<file path="config.mk">
export PLATFORM = sky130hd
export DESIGN_NAME = mem_window_decoder
export DESIGN_NICKNAME = d
export VERILOG_FILES = /design/src/rtl/win_pkg.sv /design/src/rtl/win_classify.sv /design/src/rtl/win_sequencer.sv /design/src/rtl/mem_window_decoder.sv
export SDC_FILE = /design/constraint.sdc
export NUM_CORES = 1
export LEC_CHECK = 0
export ABC_AREA = 1
export BUFFER_PORTS_ARGS = -buffer_cell sky130_fd_sc_hd__clkbuf_2
export CORE_ASPECT_RATIO = 0.9
export CORE_MARGIN = 10
export CORE_UTILIZATION = 45
export CTS_BUF_LIST = sky130_fd_sc_hd__clkbuf_16
export DETAILED_ROUTE_END_ITERATION = 10
export GPL_TIMING_DRIVEN = 0
export HOLD_SLACK_MARGIN = 0.1
export PLACE_DENSITY = 0.82
export SLEW_MARGIN = 20
export SYNTH_ARGS = -nofsm -noshare
export SYNTH_HDL_FRONTEND = slang
export SYNTH_SLANG_ARGS = --single-unit
</file>
<file path="constraint.sdc">
create_clock -name clk -period 2.1 [get_ports clk]
set_clock_uncertainty 0.05 [all_clocks]
set_input_delay 0.21 -clock clk [delete_from_list [all_inputs] [get_ports clk]]
set_output_delay 0.21 -clock clk [all_outputs]
set_load 0.01 [all_outputs]
</file>
<file path="src/rtl/win_pkg.sv">
package win_pkg;

  localparam int TGT_AW = 32;

  typedef enum logic [1:0] {
    K_NONE,
    K_REG,
    K_MEM,
    K_ERR
  } acc_kind_e;

  // True when addr lies in the power-of-two window of size 2**lg at base.
  function automatic logic win_hit(input logic [TGT_AW-1:0] addr,
                                   input logic [TGT_AW-1:0] base,
                                   input int lg);
    logic [TGT_AW-1:0] mask;
    mask = ~((TGT_AW'(1) << lg) - TGT_AW'(1));
    return (addr & mask) == (base & mask);
  endfunction

  // Zero-extend a memory word to the response width by word width.
  function automatic logic [31:0] mem_to_resp(input logic [23:0] w,
                                              input logic wide);
    return wide ? {8'h00, w} : {16'h0000, w[15:0]};
  endfunction

  // Place request data onto the memory write lane by word width.
  function automatic logic [23:0] req_to_mem(input logic [31:0] d,
                                             input logic wide);
    return wide ? d[23:0] : {8'h00, d[15:0]};
  endfunction

endpackage

</file>
<file path="src/rtl/win_classify.sv">
module win_classify
  import win_pkg::*;
#(
  parameter int REG_WIN_LG   = 12,
  parameter int MEM_WIN_LG   = 16,
  parameter int LOCAL_REG_LG = 8,
  localparam int WORD_W      = MEM_WIN_LG - 3
) (
  input  logic                  en,
  input  logic [TGT_AW-1:0]     base_regs,
  input  logic [TGT_AW-1:0]     base_w24,
  input  logic [TGT_AW-1:0]     base_w16,
  input  logic [TGT_AW-1:0]     addr,
  input  logic [3:0]            be,
  output acc_kind_e             kind,
  output logic [REG_WIN_LG-1:0] reg_off,
  output logic                  dsp_sel,
  output logic                  wide,
  output logic [WORD_W-1:0]     word_off
);

  localparam int NWIN = 3;
  localparam int WIN_LG [NWIN] = '{REG_WIN_LG, MEM_WIN_LG, MEM_WIN_LG};

  logic [TGT_AW-1:0] bases [NWIN];
  logic [NWIN-1:0]   hit;
  logic              full_be;
  logic              local_reg;

  assign bases[0] = base_regs;
  assign bases[1] = base_w24;
  assign bases[2] = base_w16;

  for (genvar w = 0; w < NWIN; w++) begin : g_win
    assign hit[w] = win_hit(addr, bases[w], WIN_LG[w]);
  end

  assign full_be   = (be == 4'hF);
  assign reg_off   = addr[REG_WIN_LG-1:0];
  assign local_reg = (addr[REG_WIN_LG-1:LOCAL_REG_LG] == '0);
  assign dsp_sel   = addr[MEM_WIN_LG-1];
  assign word_off  = addr[MEM_WIN_LG-2:2];
  assign wide      = hit[1];

  always_comb begin
    kind = K_NONE;
    if (en) begin
      if (hit[0])
        kind = (full_be || local_reg) ? K_REG : K_ERR;
      else if (hit[1] || hit[2])
        kind = full_be ? K_MEM : K_ERR;
    end
  end

endmodule

</file>
<file path="src/rtl/win_sequencer.sv">
module win_sequencer
  import win_pkg::*;
#(
  parameter int REG_WIN_LG = 12,
  parameter int WORD_W     = 13
) (
  input  logic                  clk,
  input  logic                  rst_n,
  input  logic                  req_valid,
  input  acc_kind_e             kind,
  input  logic [REG_WIN_LG-1:0] reg_off,
  input  logic [3:0]            be,
  input  logic                  write,
  input  logic [31:0]           wdata,
  input  logic                  dsp_sel,
  input  logic                  wide,
  input  logic [WORD_W-1:0]     word_off,
  output logic                  busy,
  output logic                  resp_valid,
  output logic                  resp_err,
  output logic [31:0]           resp_rdata,
  output logic                  reg_strobe,
  output logic [REG_WIN_LG-1:0] reg_addr,
  output logic [3:0]            reg_be,
  output logic                  reg_write,
  output logic [31:0]           reg_wdata,
  input  logic [31:0]           reg_rdata,
  output logic                  mem_req,
  output logic                  mem_dsp_sel,
  output logic                  mem_wide,
  output logic [WORD_W-1:0]     mem_word_off,
  output logic                  mem_write,
  output logic [23:0]           mem_wdata,
  input  logic                  mem_ack,
  input  logic [23:0]           mem_rdata
);

  typedef enum logic [1:0] {S_IDLE, S_REG, S_MEM} seq_state_e;
  seq_state_e state;

  assign busy = (state != S_IDLE);

  always_ff @(posedge clk or negedge rst_n) begin
    if (!rst_n) begin
      state        <= S_IDLE;
      resp_valid   <= 1'b0;
      resp_err     <= 1'b0;
      resp_rdata   <= '0;
      reg_strobe   <= 1'b0;
      reg_addr     <= '0;
      reg_be       <= '0;
      reg_write    <= 1'b0;
      reg_wdata    <= '0;
      mem_req      <= 1'b0;
      mem_dsp_sel  <= 1'b0;
      mem_wide     <= 1'b0;
      mem_word_off <= '0;
      mem_write    <= 1'b0;
      mem_wdata    <= '0;
    end else begin
      reg_strobe <= 1'b0;
      resp_valid <= 1'b0;
      resp_err   <= 1'b0;
      unique case (state)
        S_IDLE: if (req_valid) begin
          unique case (kind)
            K_REG: begin
              reg_strobe <= 1'b1;
              reg_addr   <= reg_off;
              reg_be     <= be;
              reg_write  <= write;
              reg_wdata  <= wdata;
              state      <= S_REG;
            end
            K_MEM: begin
              mem_req      <= 1'b1;
              mem_dsp_sel  <= dsp_sel;
              mem_wide     <= wide;
              mem_word_off <= word_off;
              mem_write    <= write;
              mem_wdata    <= req_to_mem(wdata, wide);
              state        <= S_MEM;
            end
            K_ERR: begin
              resp_valid <= 1'b1;
              resp_err   <= 1'b1;
              resp_rdata <= '1;
            end
            default: ;
          endcase
        end
        S_REG: begin
          resp_valid <= 1'b1;
          resp_rdata <= reg_write ? 32'h0 : reg_rdata;
          state      <= S_IDLE;
        end
        S_MEM: if (mem_ack) begin
          mem_req    <= 1'b0;
          resp_valid <= 1'b1;
          resp_rdata <= mem_write ? 32'h0 : mem_to_resp(mem_rdata, mem_wide);
          state      <= S_IDLE;
        end
        default: state <= S_IDLE;
      endcase
    end
  end


  reg_pulse_chk: assert property (@(posedge clk) disable iff (!rst_n)
    reg_strobe |=> !reg_strobe && resp_valid && !resp_err);


  mem_hold_chk: assert property (@(posedge clk) disable iff (!rst_n)
    (mem_req && !mem_ack) |=> mem_req && $stable(mem_word_off)
                              && $stable(mem_dsp_sel) && $stable(mem_wide));


  mem_done_chk: assert property (@(posedge clk) disable iff (!rst_n)
    (mem_req && mem_ack) |=> !mem_req && resp_valid);


  err_ones_chk: assert property (@(posedge clk) disable iff (!rst_n)
    resp_err |-> resp_valid && (resp_rdata == 32'hFFFF_FFFF)
                 && !reg_strobe && !mem_req);

endmodule

</file>
<file path="src/rtl/mem_window_decoder.sv">
module mem_window_decoder
  import win_pkg::*;
#(
  parameter int REG_WIN_LG   = 12,
  parameter int MEM_WIN_LG   = 16,
  parameter int LOCAL_REG_LG = 8,
  localparam int WORD_W      = MEM_WIN_LG - 3
) (
  input  logic                  clk,
  input  logic                  rst_n,
  input  logic                  mem_space_en,
  input  logic [31:0]           base_regs,
  input  logic [31:0]           base_w24,
  input  logic [31:0]           base_w16,
  input  logic                  req_valid,
  input  logic [31:0]           req_addr,
  input  logic [3:0]            req_be,
  input  logic                  req_write,
  input  logic [31:0]           req_wdata,
  output logic                  resp_valid,
  output logic                  resp_err,
  output logic [31:0]           resp_rdata,
  output logic                  reg_strobe,
  output logic [REG_WIN_LG-1:0] reg_addr,
  output logic [3:0]            reg_be,
  output logic                  reg_write,
  output logic [31:0]           reg_wdata,
  input  logic [31:0]           reg_rdata,
  output logic                  mem_req,
  output logic                  mem_dsp_sel,
  output logic                  mem_wide,
  output logic [WORD_W-1:0]     mem_word_off,
  output logic                  mem_write,
  output logic [23:0]           mem_wdata,
  input  logic                  mem_ack,
  input  logic [23:0]           mem_rdata
);

  acc_kind_e             dec_kind;
  logic [REG_WIN_LG-1:0] dec_reg_off;
  logic                  dec_dsp;
  logic                  dec_wide;
  logic [WORD_W-1:0]     dec_word;
  logic                  seq_busy;

  // Named decode events for the checks below.
  logic evt_accept, evt_reject;
  assign evt_accept = req_valid && !seq_busy && (dec_kind inside {K_REG, K_MEM});
  assign evt_reject = req_valid && !seq_busy && (dec_kind == K_ERR);

  win_classify #(
    .REG_WIN_LG  (REG_WIN_LG),
    .MEM_WIN_LG  (MEM_WIN_LG),
    .LOCAL_REG_LG(LOCAL_REG_LG)
  ) u_classify (
    .en       (mem_space_en),
    .base_regs(base_regs),
    .base_w24 (base_w24),
    .base_w16 (base_w16),
    .addr     (req_addr),
    .be       (req_be),
    .kind     (dec_kind),
    .reg_off  (dec_reg_off),
    .dsp_sel  (dec_dsp),
    .wide     (dec_wide),
    .word_off (dec_word)
  );

  win_sequencer #(
    .REG_WIN_LG(REG_WIN_LG),
    .WORD_W    (WORD_W)
  ) u_seq (
    .clk         (clk),
    .rst_n       (rst_n),
    .req_valid   (req_valid),
    .kind        (dec_kind),
    .reg_off     (dec_reg_off),
    .be          (req_be),
    .write       (req_write),
    .wdata       (req_wdata),
    .dsp_sel     (dec_dsp),
    .wide        (dec_wide),
    .word_off    (dec_word),
    .busy        (seq_busy),
    .resp_valid  (resp_valid),
    .resp_err    (resp_err),
    .resp_rdata  (resp_rdata),
    .reg_strobe  (reg_strobe),
    .reg_addr    (reg_addr),
    .reg_be      (reg_be),
    .reg_write   (reg_write),
    .reg_wdata   (reg_wdata),
    .reg_rdata   (reg_rdata),
    .mem_req     (mem_req),
    .mem_dsp_sel (mem_dsp_sel),
    .mem_wide    (mem_wide),
    .mem_word_off(mem_word_off),
    .mem_write   (mem_write),
    .mem_wdata   (mem_wdata),
    .mem_ack     (mem_ack),
    .mem_rdata   (mem_rdata)
  );


  en_gate_chk: assert property (@(posedge clk) disable iff (!rst_n)
    (reg_strobe || $rose(mem_req)) |-> $past(mem_space_en));


  mem_full_be_chk: assert property (@(posedge clk) disable iff (!rst_n)
    $rose(mem_req) |-> $past(req_be) == 4'hF);


  reject_resp_chk: assert property (@(posedge clk) disable iff (!rst_n)
    evt_reject |=> resp_err && !reg_strobe && !mem_req);


  accept_action_chk: assert property (@(posedge clk) disable iff (!rst_n)
    evt_accept |=> $onehot({reg_strobe, mem_req}) && !resp_valid);


  dsp_half_chk: assert property (@(posedge clk) disable iff (!rst_n)
    $rose(mem_req) |-> mem_dsp_sel == $past(req_addr[MEM_WIN_LG-1]));

endmodule

</file>
Yosys cells after proc, flatten, opt, wreduce, memory -nomap -nowiden
Index checks and enable logic that the tools add are counted.
{"block": "totals", "regBits": 127, "output_inout_bits": 125, "inputBits": 226, "word_cells": 69}
{"block": "op_classes", "n_eq_ne": 14, "reduce_logical": 11, "n_mux": 29}
{"cell": "32-bit 2-to-1 mux", "n": 5}
{"cell": "32-bit one-hot mux with 3 select lines", "n": 1}
{"cell": "24-bit 2-to-1 mux", "n": 2}
{"cell": "16-bit equality test", "n": 2}
{"cell": "20-bit equality test", "n": 1}
{"cell": "2-bit 2-to-1 mux", "n": 6}
{"cell": "1-bit 2-to-1 mux", "n": 11}
{"cell": "3-bit AND reduction", "n": 3}
{"cell": "2-bit != test (second input constant)", "n": 4}
{"cell": "2-bit one-hot mux with 2 select lines", "n": 2}
{"cell": "4-bit AND reduction", "n": 2}
{"cell": "2-bit equality test (second input constant)", "n": 3}
{"cell": "2-bit by 1-bit equality test with 1-bit output (second input constant)", "n": 2}
{"cell": "4-bit equality test (second input constant)", "n": 1}
{"cell": "4-bit logical NOT", "n": 1}
{"cell": "3-bit != test (second input constant)", "n": 1}
{"cell": "1-bit one-hot mux with 3 select lines", "n": 1}
{"cell": "3-bit nonzero test", "n": 1}
{"cell": "2-bit logical NOT", "n": 1}
{"cell": "1-bit logical OR", "n": 2}
{"cell": "1-bit one-hot mux with 2 select lines", "n": 1}
{"cell": "2-bit nonzero test", "n": 1}

Longest topological paths before layout
Gate-level depths: netlist (run 1).
{"block": "logic_depth", "word_depth": 9, "ltp_mapped": 16}

Modules after synthesis
A second synthesis (run 1) with hierarchy kept.
{"block": "unflattened", "cells_unflattened": 858, "hier_area_um2": 6641.4}
{"module": "win_sequencer", "n_inst": 1, "seq_area_each_um2": 3178.0, "cells_per_inst": 647, "area_per_inst_um2": 5561.6}
{"module": "win_classify", "n_inst": 1, "seq_area_each_um2": 0.0, "cells_per_inst": 211, "area_per_inst_um2": 1079.8}

Least setup slack after synthesis (run 1)
OpenSTA, ideal clock, no wires.
{"block": "synth_timing", "path_kind": "input to register", "startpoint": "input port base_w24[20]", "endpoint": "register u_seq.resp_rdata[12]", "path_stages": 13, "n_path_buf": 1, "setup_time_ns": 0.156, "slack_ns": -0.027, "t_arrival_ns": 1.921, "cell_sequence": "xor2_1 nor2_1 nand2_1 nor2_1 nand2_1 nand3_1 nand2_1 nor2_1 ha_1 nor2_1 nor3_4 buf_4 a41oi_2"}
{"block": "synth_via", "elab_chain_len": 8}
{"element": "start: declaration", "line_no": "mem_window_decoder.sv:13", "rtl": "input logic [31:0] base_w24,"}
{"element": "16-bit equality test", "line_no": "win_pkg.sv:18", "rtl": "return (addr & mask) == (base & mask);"}
{"element": "1-bit logical OR", "line_no": "win_classify.sv:50", "rtl": "else if (hit[1] || hit[2])"}
{"element": "2-bit 2-to-1 mux", "line_no": "win_classify.sv:50"}
{"element": "2-bit 2-to-1 mux", "line_no": "win_classify.sv:48", "rtl": "if (hit[0])"}
{"element": "2-bit 2-to-1 mux", "line_no": "win_classify.sv:47", "rtl": "if (en) begin"}
{"element": "2-bit equality test", "line_no": "win_sequencer.sv:66", "rtl": "unique case (kind)"}
{"element": "2-bit != test (no line)"}
{"element": "4-bit AND reduction (no line)"}
{"element": "end signal: assignment", "line_no": "win_sequencer.sv:94", "rtl": "resp_rdata <= reg_write ? 32'h0 : reg_rdata;"}
{"element": "end signal: assignment", "line_no": "win_sequencer.sv:100", "rtl": "resp_rdata <= mem_write ? 32'h0 : mem_to_resp(mem_rdata, mem_wide);"}
{"element": "end: declaration", "line_no": "win_sequencer.sv:21", "rtl": "output logic [31:0] resp_rdata,"}
No other way between the ends.
A chain may end at the register's enable or synchronous reset.

Final worst setup path (run 1)
{"block": "layout_timing", "startpoint": "register u_seq.state[0]", "endpoint": "register u_seq.resp_rdata[11]"}
{"block": "layout_via", "elab_chain_len": 3}
{"element": "start: declaration", "line_no": "win_sequencer.sv:39", "rtl": "seq_state_e state;"}
{"element": "start signal: assignment", "line_no": "win_sequencer.sv:45", "rtl": "state <= S_IDLE;"}
{"element": "start signal: assignment", "line_no": "win_sequencer.sv:73", "rtl": "state <= S_REG;"}
{"element": "start signal: assignment", "line_no": "win_sequencer.sv:82", "rtl": "state <= S_MEM;"}
{"element": "2-bit equality test (tied with other cells)", "line_no": "win_sequencer.sv:64", "rtl": "unique case (state)"}
{"element": "2-bit != test (no line) / 3-bit nonzero test (equally long branches)"}
{"element": "4-bit AND reduction (no line)"}
Parallel ways exist; a longest one is shown, timed or not.

==> results of run 1 <==
metrics by stage:
step	hold slack, ns	worst slack [ns]	util	instances
CTS	0.117	0.00669	0.724	1353
global placement	0.357	-1.26	0.592	1208
detailed placement	0.0996	-0.624	0.595	1209
finish	0.158	-0.0569	0.758	1368
global route	0.190	-0.143	0.758	1368
floorplan	-0.136	-0.00413	-	734
sequential cells by signal, indices dropped and copies added, names as in the netlist, 2 cells and up:
register            flops
u_seq.mem_wdata        24
u_seq.mem_word_off     13
u_seq.reg_addr         12
u_seq.reg_be            4
u_seq.reg_wdata        32
u_seq.resp_rdata       32
u_seq.state             2
Yosys cell counts:
library cell  instances
a21oi_1               3
clkbuf_1             18
nand2_1             247
buf_4                 1
inv_1                80
o22ai_2               1
o21ai_0              77
xnor2_1               4
nor3_4                1
inv_2                 1
nand4_2               1
ha_1                  8
a41oi_2              20
buf_2                 6
nor2_1               77
a41oi_1               4
a211oi_1              1
buf_6                 5
dfrtp_1             127
buf_1                 1
nand4_1               3
xor2_1               27
a31oi_1               8
nand3_1              13
area by class of cell:
| type | instances | area (um^2) | share of cell area |
|---|---|---|---|
| Sequential cell | 127 | 3180 | 0.313 |
| Timing Repair Buffer | 428 | 2920 | 0.287 |
| Multi-Input combinational cell | 495 | 2730 | 0.268 |
| Clock buffer | 17 | 425 | 0.0419 |
| Inverter | 81 | 304 | 0.0299 |
| Buffer | 31 | 223 | 0.0219 |
| Tap cell | 168 | 210 | 0.0207 |
| Clock inverter | 15 | 163 | 0.0160 |
| Antenna cell | 6 | 15.0 | 0.00148 |
worst max path at each step:
stage | slack, ns | start | depth (start not counted) | to
floorplan | -0.004 | base_w24[26] | 13 | u_seq.resp_rdata[10]
global placement | -1.26 | rst_n | 1 | u_seq.mem_wdata[20]
detailed placement | -0.62 | base_regs[13] | 17 | u_seq.resp_rdata[1]
CTS | 0.007 | base_regs[13] | 15 | u_seq.mem_wdata[10]
global route | -0.14 | req_addr[19] | 18 | u_seq.resp_rdata[11]
finish | -0.06 | u_seq.state[0] | 10 | u_seq.resp_rdata[11]
timing repair:
item / 4_1_cts / 5_1_grt
setup buffers: 2 / 3
gates cloned: 0 / 6
endpoints found under the hold margin: 232 / 0
hold buffers: 110 / 0
setup endpoints to repair: 89 / 120
resized for setup: 9 / 96
pin swaps: 1 / 21
worst min-delay path, cell delays in order:
cell,delay [ns]
clkbuf_2,0.13
a21oi_1,0.09
a21oi_1,0.14
power groups by stage:
stage          combinational (W)  clock (W)  sequential [W]
2_1_floorplan            0.00124          0         0.00305
3_3_place_gp             0.00216          0         0.00292
3_5_place_dp             0.00222          0         0.00294
4_1_cts                  0.00245    0.00296         0.00290
5_1_grt                  0.00341    0.00309         0.00300
6_report                 0.00323    0.00296         0.00298
cell families (layout without fill, tap and decap cells):
logic type                 count (synthesis)  in the layout  synth area share
adders and majority gates                  8              8            0.0162
other                                      0              6                 0
DFF                                      127            127             0.514
buffers and inverters                    112            572            0.0759
xor gates and xnor gates                  31             31            0.0439
and+or+nand+nor                          342            342             0.215
AOI/OAI and AO/OA                        114            114             0.134
routing by layer:
layer	vias up	global-route usage	share of wire
li1	3224	-	-
met1	3283	0.298	0.35
met2	474	0.445	0.48
met3	120	0.0908	0.11
met4	0	0.147	0.059
met5	-	0	0
==> run metrics, run 1 <==
status finished, violations left; failing checks setup timing; Yosys reg bits about 130; DIE AREA 0.0188 mm^2; post-route ant nets 0; Max-Cap Viols 0; worst r2r dst u_seq.resp_rdata[11]; worst-path maximum fanout 5; largest net degree at the start of global routing 92; row count 40; Post-Syn Area 0.00618 mm^2; Max VDD drop 0.772 mV; CTS tree yes; net count of the mapped netlist 968; Logic pwr share 0.353; DP HPWL 17500 um; post-synthesis cell count 734; CTS Buf Count 17; FILL cells 866; Tmin final roughly 2.2 ns; clock root buffer clkbuf_16; R2R Path Start u_seq.state[0]; H-tree Lvls 4; R2R Setup Slk -0.06 ns; drt initial violations 514; Highest Clock Rate 464 MHz; 1st-pass router iterations 5; Net Sw Power 0.00318 W; hold depth 3; slowest CP cell dfrtp_1; Yosys cell types 24; GRT overflow 0; Placed Area 0.00798 mm^2; port bufs 306; CTS max path bufs 2; routed length per instance 20.3 um; Worst Hold End u_seq.resp_valid; synth top area cells dfrtp_1 (51%), nand2_1 (15%), o21ai_0 (6.2%); Setup CP Type flip-flop to flip-flop; Tot Pwr ~0.009 W; initial antenna violation count 6; Fin. Hold Viols 0; die width 144 um; post-synth top area cell dfrtp_1; required time of the critical path between 2 and 2.5 ns; most common cell after layout, fill and taps aside clkbuf_2; Startpoint Class flip-flop; Final nets 1415; Reg power frac 0.325; core area 0.0134 mm^2; Slew HR 0.506; post-synth top area share 0.514; WP data arrival 2.34 ns; Final Max Slew Viols 0; P per Cell Area 903 mW/mm^2; crit-path leading delay family buffers and inverters; proportion of layout cells with a drive suffix above 1 0.366; Fin Setup TNS -0.0569 ns; most frequent cells in the layout clkbuf_2 (304), nand2_1 (242), dfrtp_1 (127); sw frac 0.347; vias in the first global route 7376; hold_sp mem_ack; final worst slack -0.0569 ns; CP Cell Sequence inv_1 > ha_1 > inv_1 > o22ai_4 > nor3_4 > buf_4 > buf_12 > buf_8 > nor2_1 > a41oi_2; RSZ-0062 raised after global routing yes; clock sink count 127; via density per instance 5.19; gp weighted congestion 0.857; most common cell type on the critical path inv_1; Boundary Pins 351; routed via count slightly above 7000; CP Buf/Inv Count 5; Period Utilization, post-route 1.03; register area share after synthesis 0.514; Hold Crit Class input port to flip-flop; Chip Height 131 um; first-pass GRT wire length 40100 um; Power Internal 0.00599 W; endpoints failing setup 1; mean post-synth cell area roughly 8.4 um^2; total track usage 0.269; final WL approximately 28000 um; Worst Max-Slew Pin Slew 0.741 ns; CP Capture Type flip-flop; cell count of the worst reg-to-reg path 10; starting density of the core 0.461; clock share of power 0.323; Reg clk slew, reported paths 0.06 ns; Clock Latency Late Sink 0.41 ns; DRC 0; final instance area about 0.010 mm^2; LEAKAGE 5.38 nW; critical path's largest stage delay 0.41 ns; Layout area overhead 64.5%; YS warnings 0
Power figures use the tool's default switching activity.
==> run 2, diff against run 1 <==
--- a/config.mk
+++ b/config.mk
@@ -7,14 +7,16 @@
 export LEC_CHECK = 0
 export ABC_AREA = 1
 export BUFFER_PORTS_ARGS = -buffer_cell sky130_fd_sc_hd__clkbuf_2
+export CELL_PAD_IN_SITES_DETAIL_PLACEMENT = 0
+export CELL_PAD_IN_SITES_GLOBAL_PLACEMENT = 2
 export CORE_ASPECT_RATIO = 0.9
-export CORE_MARGIN = 10
-export CORE_UTILIZATION = 45
+export CORE_MARGIN = 2
+export CORE_UTILIZATION = 24
 export CTS_BUF_LIST = sky130_fd_sc_hd__clkbuf_16
 export DETAILED_ROUTE_END_ITERATION = 10
 export GPL_TIMING_DRIVEN = 0
 export HOLD_SLACK_MARGIN = 0.1
-export PLACE_DENSITY = 0.82
+export PLACE_DENSITY_LB_ADDON = 0.1
 export SLEW_MARGIN = 20
 export SYNTH_ARGS = -nofsm -noshare
 export SYNTH_HDL_FRONTEND = slang
==> run 2 against run 1 <==
Against the previous run:
- maximum frequency grew 9.9%
- register-to-register slack gained 0.22 ns
- sequential share of layout area shrank 0.47 points
- sequential cell count is the same
- final area grew 1.5%
- combinational power shrank 13%
- via count shrank 11%
- critical path depth grew 7
- die area grew 44%
- largest cell class unchanged
- clock-buffer cell count is the same
- the run now ends clean
- non-clock buffer count shrank 2
- routed wire length shrank 19%
==> run metrics, run 2 (same netlist as run 1, synthesis figures left out) <==
Max-Cap Viols 0; Net Sw Power 0.00284 W; CP Capture Type flip-flop; required time of the critical path between 2 and 2.5 ns; Tmin final 1.96 ns; gp weighted congestion 0.714; dpl ws -0.633 ns; via density per instance about 4.1; drt initial violations 257; routed via count 6326; CP Buf/Inv Count 3; starting density of the core 0.245; Boundary Pins 351; crit-path leading delay family simple AND/OR/NAND/NOR gates; status completed; top flop regs u_seq.reg_wdata x32, u_seq.resp_rdata x32, u_seq.mem_wdata x24; Worst Max-Slew Pin Slew a little over 0.7 ns; GRT overflow 0; Period Utilization, post-route 0.935; WP depth 17; final instance area 0.0103 mm^2; routed length per instance about 15 um; LEAKAGE 5.36 nW; Reg clk slew, reported paths 0.06 ns; H-tree Lvls 4; Setup CP Type input port to flip-flop; RSZ-0062 raised after global routing yes; clock share of power 0.345; most common cell after layout, fill and taps aside clkbuf_2; Placed Area 0.00820 mm^2; FILL cells 2701; Slew HR 0.516; Final nets 1413; die width 173 um; CTS max path bufs 2; P per Cell Area 843 mW/mm^2; DP HPWL around 16000 um; final core utilization 0.408; post-route ant nets 0; CTS tree yes; endpoints failing setup 0; Power Internal 0.00585 W; final worst slack 0.137 ns; DRC 0; Fin. Hold Viols 0; Startpoint Class input port; Reg power frac 0.333; vias in the first global route about 6600; Highest Clock Rate 509 MHz; first-pass GRT wire length ~35000 um; clock root buffer clkbuf_16; Max VDD drop 0.441 mV; Antenna diodes 0; CTS Buf Count 17; Layout area overhead 67.0%; core area 0.0253 mm^2; final WL roughly 23000 um; 1st-pass router iterations 4; sw frac 0.327; clock sink count 127; worst-path maximum fanout 8; DIE AREA 0.0270 mm^2; Tot Pwr 0.00869 W; largest net degree at the start of global routing 77; most frequent cells in the layout clkbuf_2 (297), nand2_1 (241), dfrtp_1 (127); row count 55; WP data arrival 2.24 ns; initial antenna violation count 0; Clock Latency Late Sink 0.41 ns; Hold Crit Class input port to flip-flop; slowest CP cell nor3_4; proportion of layout cells with a drive suffix above 1 0.364; Final Max Slew Viols 0; non-filler cells, final 1533; cell count of the worst reg-to-reg path 4; Chip Height 156 um; hold depth 5; total track usage 0.166; critical path's largest stage delay 0.29 ns; placed insts roughly 1400; port bufs 306; CP Cell Sequence buf_6 > nand2_1 > nand2_1 > nor2_2 > nand2_1 > nor2_2 > nand3_2 > nand3_4 > nand2_4 > nor2_4 > ha_4 > nor2_4 > nor3_4 > buf_12 > clkbuf_16 > nor2_2 > a41oi_2; Logic pwr share 0.322
run 2: path summary, 6_finish.rpt:
check	from	slack (ns)	to
min in group asynchronous	rst_n	0.35	u_seq.resp_rdata[6]
max reg2reg	u_seq.state[0]	0.16	u_seq.resp_rdata[18]
min	req_valid	0.19	u_seq.resp_err
min reg2reg	u_seq.reg_be[2]	0.43	u_seq.reg_be[2]
max	base_regs[12]	0.14	u_seq.resp_rdata[18]
max in group asynchronous	rst_n	0.92	u_seq.reg_addr[9]
run 2: stage by stage:
step | setup TNS [ns] | hold WS, ns
detailed placement | -62.91 | 0.251
floorplan | -0.0413 | -0.136
CTS | 0 | 0.168
global route | -0.131 | 0.216
global placement | -272.28 | 0.359
finish | 0 | 0.191
run 2: repair_timing:
item | CTS | global route
gates resized for setup | 10 | 103
endpoints found under the hold margin | 196 | 0
hold buffers | 111 | 0
endpoints found under the setup margin | 92 | 122
pin swaps | 1 | 38
setup buffers | 2 | 2
cloned | 0 | 4
run 2: metal layers:
layer,vias to the layer above,share of wire,track usage,wire length [um]
li1,3226,-,-,-
met4,0,0.0086,0.0383,194
met2,197,0.45,0.259,10100
met3,13,0.077,0.0637,1740
met5,-,0,0,0
met1,2890,0.46,0.218,10500
run 2: cell type report:
| cell class | instances | area, um^2 | area share |
|---|---|---|---|
| Timing Repair Buffer | 426 | 2920 | 0.283 |
| Multi-Input combinational cell | 495 | 2670 | 0.259 |
| Buffer | 31 | 229 | 0.0222 |
| Clock inverter | 14 | 160 | 0.0155 |
| Clock buffer | 17 | 425 | 0.0412 |
| Sequential cell | 127 | 3180 | 0.308 |
| Inverter | 81 | 304 | 0.0295 |
| Tap cell | 342 | 428 | 0.0415 |
run 2: power by group through the flow:
stage / clock, W / combinational [W] / sequential [W]
global route: 0.00320 / 0.00308 / 0.00294
global placement: 0 / 0.00227 / 0.00293
CTS: 0.00308 / 0.00248 / 0.00289
detailed placement: 0 / 0.00225 / 0.00294
finish: 0.00300 / 0.00280 / 0.00290
floorplan: 0 / 0.00124 / 0.00305
run 2: tightest hold or removal path, delay by kind of cell:
kind | cells | cell delay [ns]
buffers and inverters | 3 | 0.22
AND/OR/NAND/NOR | 2 | 0.17
==> run 3, diff against run 2 <==
--- a/config.mk
+++ b/config.mk
@@ -16,6 +16,7 @@
 export DETAILED_ROUTE_END_ITERATION = 10
 export GPL_TIMING_DRIVEN = 0
 export HOLD_SLACK_MARGIN = 0.1
+export MAX_ROUTING_LAYER = met4
 export PLACE_DENSITY_LB_ADDON = 0.1
 export SLEW_MARGIN = 20
 export SYNTH_ARGS = -nofsm -noshare
==> run 3 against run 2 <==
Against the previous run:
- sequential power is essentially flat
- sequential cell count is the same
- maximum frequency shrank 0.95%
- utilization grew 0.055 points
- final cell count is essentially flat
- global-route usage grew 0.51 points
- die area is the same
==> run metrics, run 3 (same netlist as run 1, synthesis figures left out) <==
Period Utilization, post-route 0.944; DIE AREA 0.0270 mm^2; Final nets 1414; first-pass GRT wire length around 35000 um; Boundary Pins 351; routed via count 6287; Final Max Slew Viols 0; Tmin final 1.98 ns; non-filler cells, final 1534; CP Capture Type flip-flop; WHS 0.209 ns; Setup CP Type input port to flip-flop; DRC 0; core area 0.0253 mm^2; worst r2r dst u_seq.resp_rdata[1]; Slew HR 0.522; Highest Clock Rate 505 MHz; cell count of the worst reg-to-reg path 10; required time of the critical path 2.38 ns; FILL cells 2681; Layout area overhead 67.2%; Max-Cap Viols 0; Clock Latency Late Sink 0.41 ns; worst-path maximum fanout 5; GRT overflow 0; total track usage 0.171; R2R Setup Slk 0.16 ns; Sequential Area 0.00318 mm^2; clock root buffer clkbuf_16; starting density of the core 0.245; CTS max path bufs 2; H-tree Lvls 4; Startpoint Class input port; placed insts 1383; area of the multi-input gates between 0.002 and 0.003 mm^2; LEAKAGE 5.38 nW; Worst Hold End u_seq.resp_err; top flop regs u_seq.reg_wdata x32, u_seq.resp_rdata x32, u_seq.mem_wdata x24; CTS tree yes; clock sink count 127; port bufs 306; drt initial violations 234; Hold Crit Class input port to flip-flop; routed length per instance 14.7 um; hold_sp req_valid; WP data arrival 2.26 ns; most common cell after layout, fill and taps aside clkbuf_2; row count 55; P per Cell Area between 800 and 900 mW/mm^2; gp weighted congestion 0.722; die width approximately 170 um; Antenna diodes 0; hold depth 5; Worst Max-Slew Pin Slew 0.716 ns; Chip Height 156 um; initial antenna violation count 0; vias in the first global route ~6600; status completed; post-route ant nets 0; final instance area approximately 0.010 mm^2; Placed Area 0.00820 mm^2; CTS Buf Count 17; via density per instance 4.10; RSZ-0062 raised after global routing yes; proportion of layout cells with a drive suffix above 1 0.357; DP HPWL between 15000 and 20000 um; final WL ~23000 um; largest net degree at the start of global routing 77; R2R Path Start u_seq.state[0]; Max VDD drop approximately 0.44 mV; endpoints failing setup 0; most frequent cells in the layout clkbuf_2 (300), nand2_1 (242), dfrtp_1 (127); Fin. Hold Viols 0; Reg clk slew, reported paths 0.06 ns; 1st-pass router iterations 4
-- run 3: cell count changes in the layout (fill, tap and decap cells not counted), moves of 2 or more --
cell,change
clkbuf_16,+2
buf_4,+2
clkbuf_2,+3
inv_1,+2
nor2_2,-5
inv_2,-2
nor2_1,+5
buf_6,-7
-- run 3: area by class of cell --
| cell class | instances | share of cell area |
|---|---|---|
| Multi-Input combinational cell | 495 | 0.258 |
| Timing Repair Buffer | 427 | 0.285 |
| Clock buffer | 17 | 0.0412 |
| Clock inverter | 14 | 0.0155 |
| Inverter | 81 | 0.0294 |
| Buffer | 31 | 0.0222 |
| Tap cell | 342 | 0.0414 |
| Sequential cell | 127 | 0.308 |
-- run 3: what timing repair did --
action,in CTS,in global routing
gates cloned,0,6
pin swaps,1,30
gates resized for setup,10,88
endpoints found under the hold margin,196,0
endpoints found under the setup margin,92,122
buffers inserted,2,1
hold buffers,111,0
-- run 3: worst max-delay path by stage --
| stage | startpoint | end | slack [ns] | cells past startpoint |
|---|---|---|---|---|
| 2_1_floorplan | base_w24[26] | u_seq.resp_rdata[10] | -0.004 | 13 |
| 6_report | base_regs[13] | u_seq.resp_rdata[18] | 0.12 | 19 |
| 5_1_grt | req_addr[14] | u_seq.resp_rdata[19] | -0.02 | 19 |
| 4_1_cts | base_regs[13] | u_seq.mem_wdata[11] | 0.02 | 15 |
| 3_5_place_dp | base_regs[13] | u_seq.mem_wdata[9] | -0.63 | 14 |
| 3_3_place_gp | rst_n | u_seq.mem_wdata[10] | -1.68 | 1 |
-- run 3: metal layers --
metal / vias up / global-route usage / routed length, um
met3: 13 / 0.0513 / 1430
met5: - / - / 0
met4: 0 / 0.0432 / 250
met1: 2858 / 0.224 / 10700
met2: 192 / 0.258 / 10200
li1: 3224 / - / -
-- run 3: metrics by stage --
step	worst slack, ns	power [W]	util	TNS [ns]
3_5_place_dp	-0.633	0.00518	0.325	-62.91
2_1_floorplan	-0.00413	0.00429	-	-0.0413
5_1_grt	-0.0219	0.00935	0.409	-0.206
3_3_place_gp	-1.68	0.00519	0.323	-272.28
4_1_cts	0.0179	0.00845	0.394	0
6_report	0.118	0.00882	0.409	0
-- run 3: critical path, cell delays in order --
cell       delay (ns)
clkbuf_2         0.09
inv_1            0.03
nand2_1          0.05
nand2_1          0.06
nor2_2           0.12
nand2_1          0.09
nor2_2           0.15
nand3_2          0.13
nand3_4          0.12
nand2_4          0.07
nor2_4           0.12
ha_4             0.16
nor2_4           0.04
nor3_4           0.21
buf_12           0.14
buf_12           0.13
clkbuf_16        0.14
nor2_1           0.04
a41oi_2          0.14
-- run 3: report_power, final --
part	switching (W)	internal (W)	leakage, nW
registers	0.000154	0.00274	1.65
clock network	0.00122	0.00177	0.284
logic	0.00149	0.00145	3.44
total	0.00286	0.00595	5.38
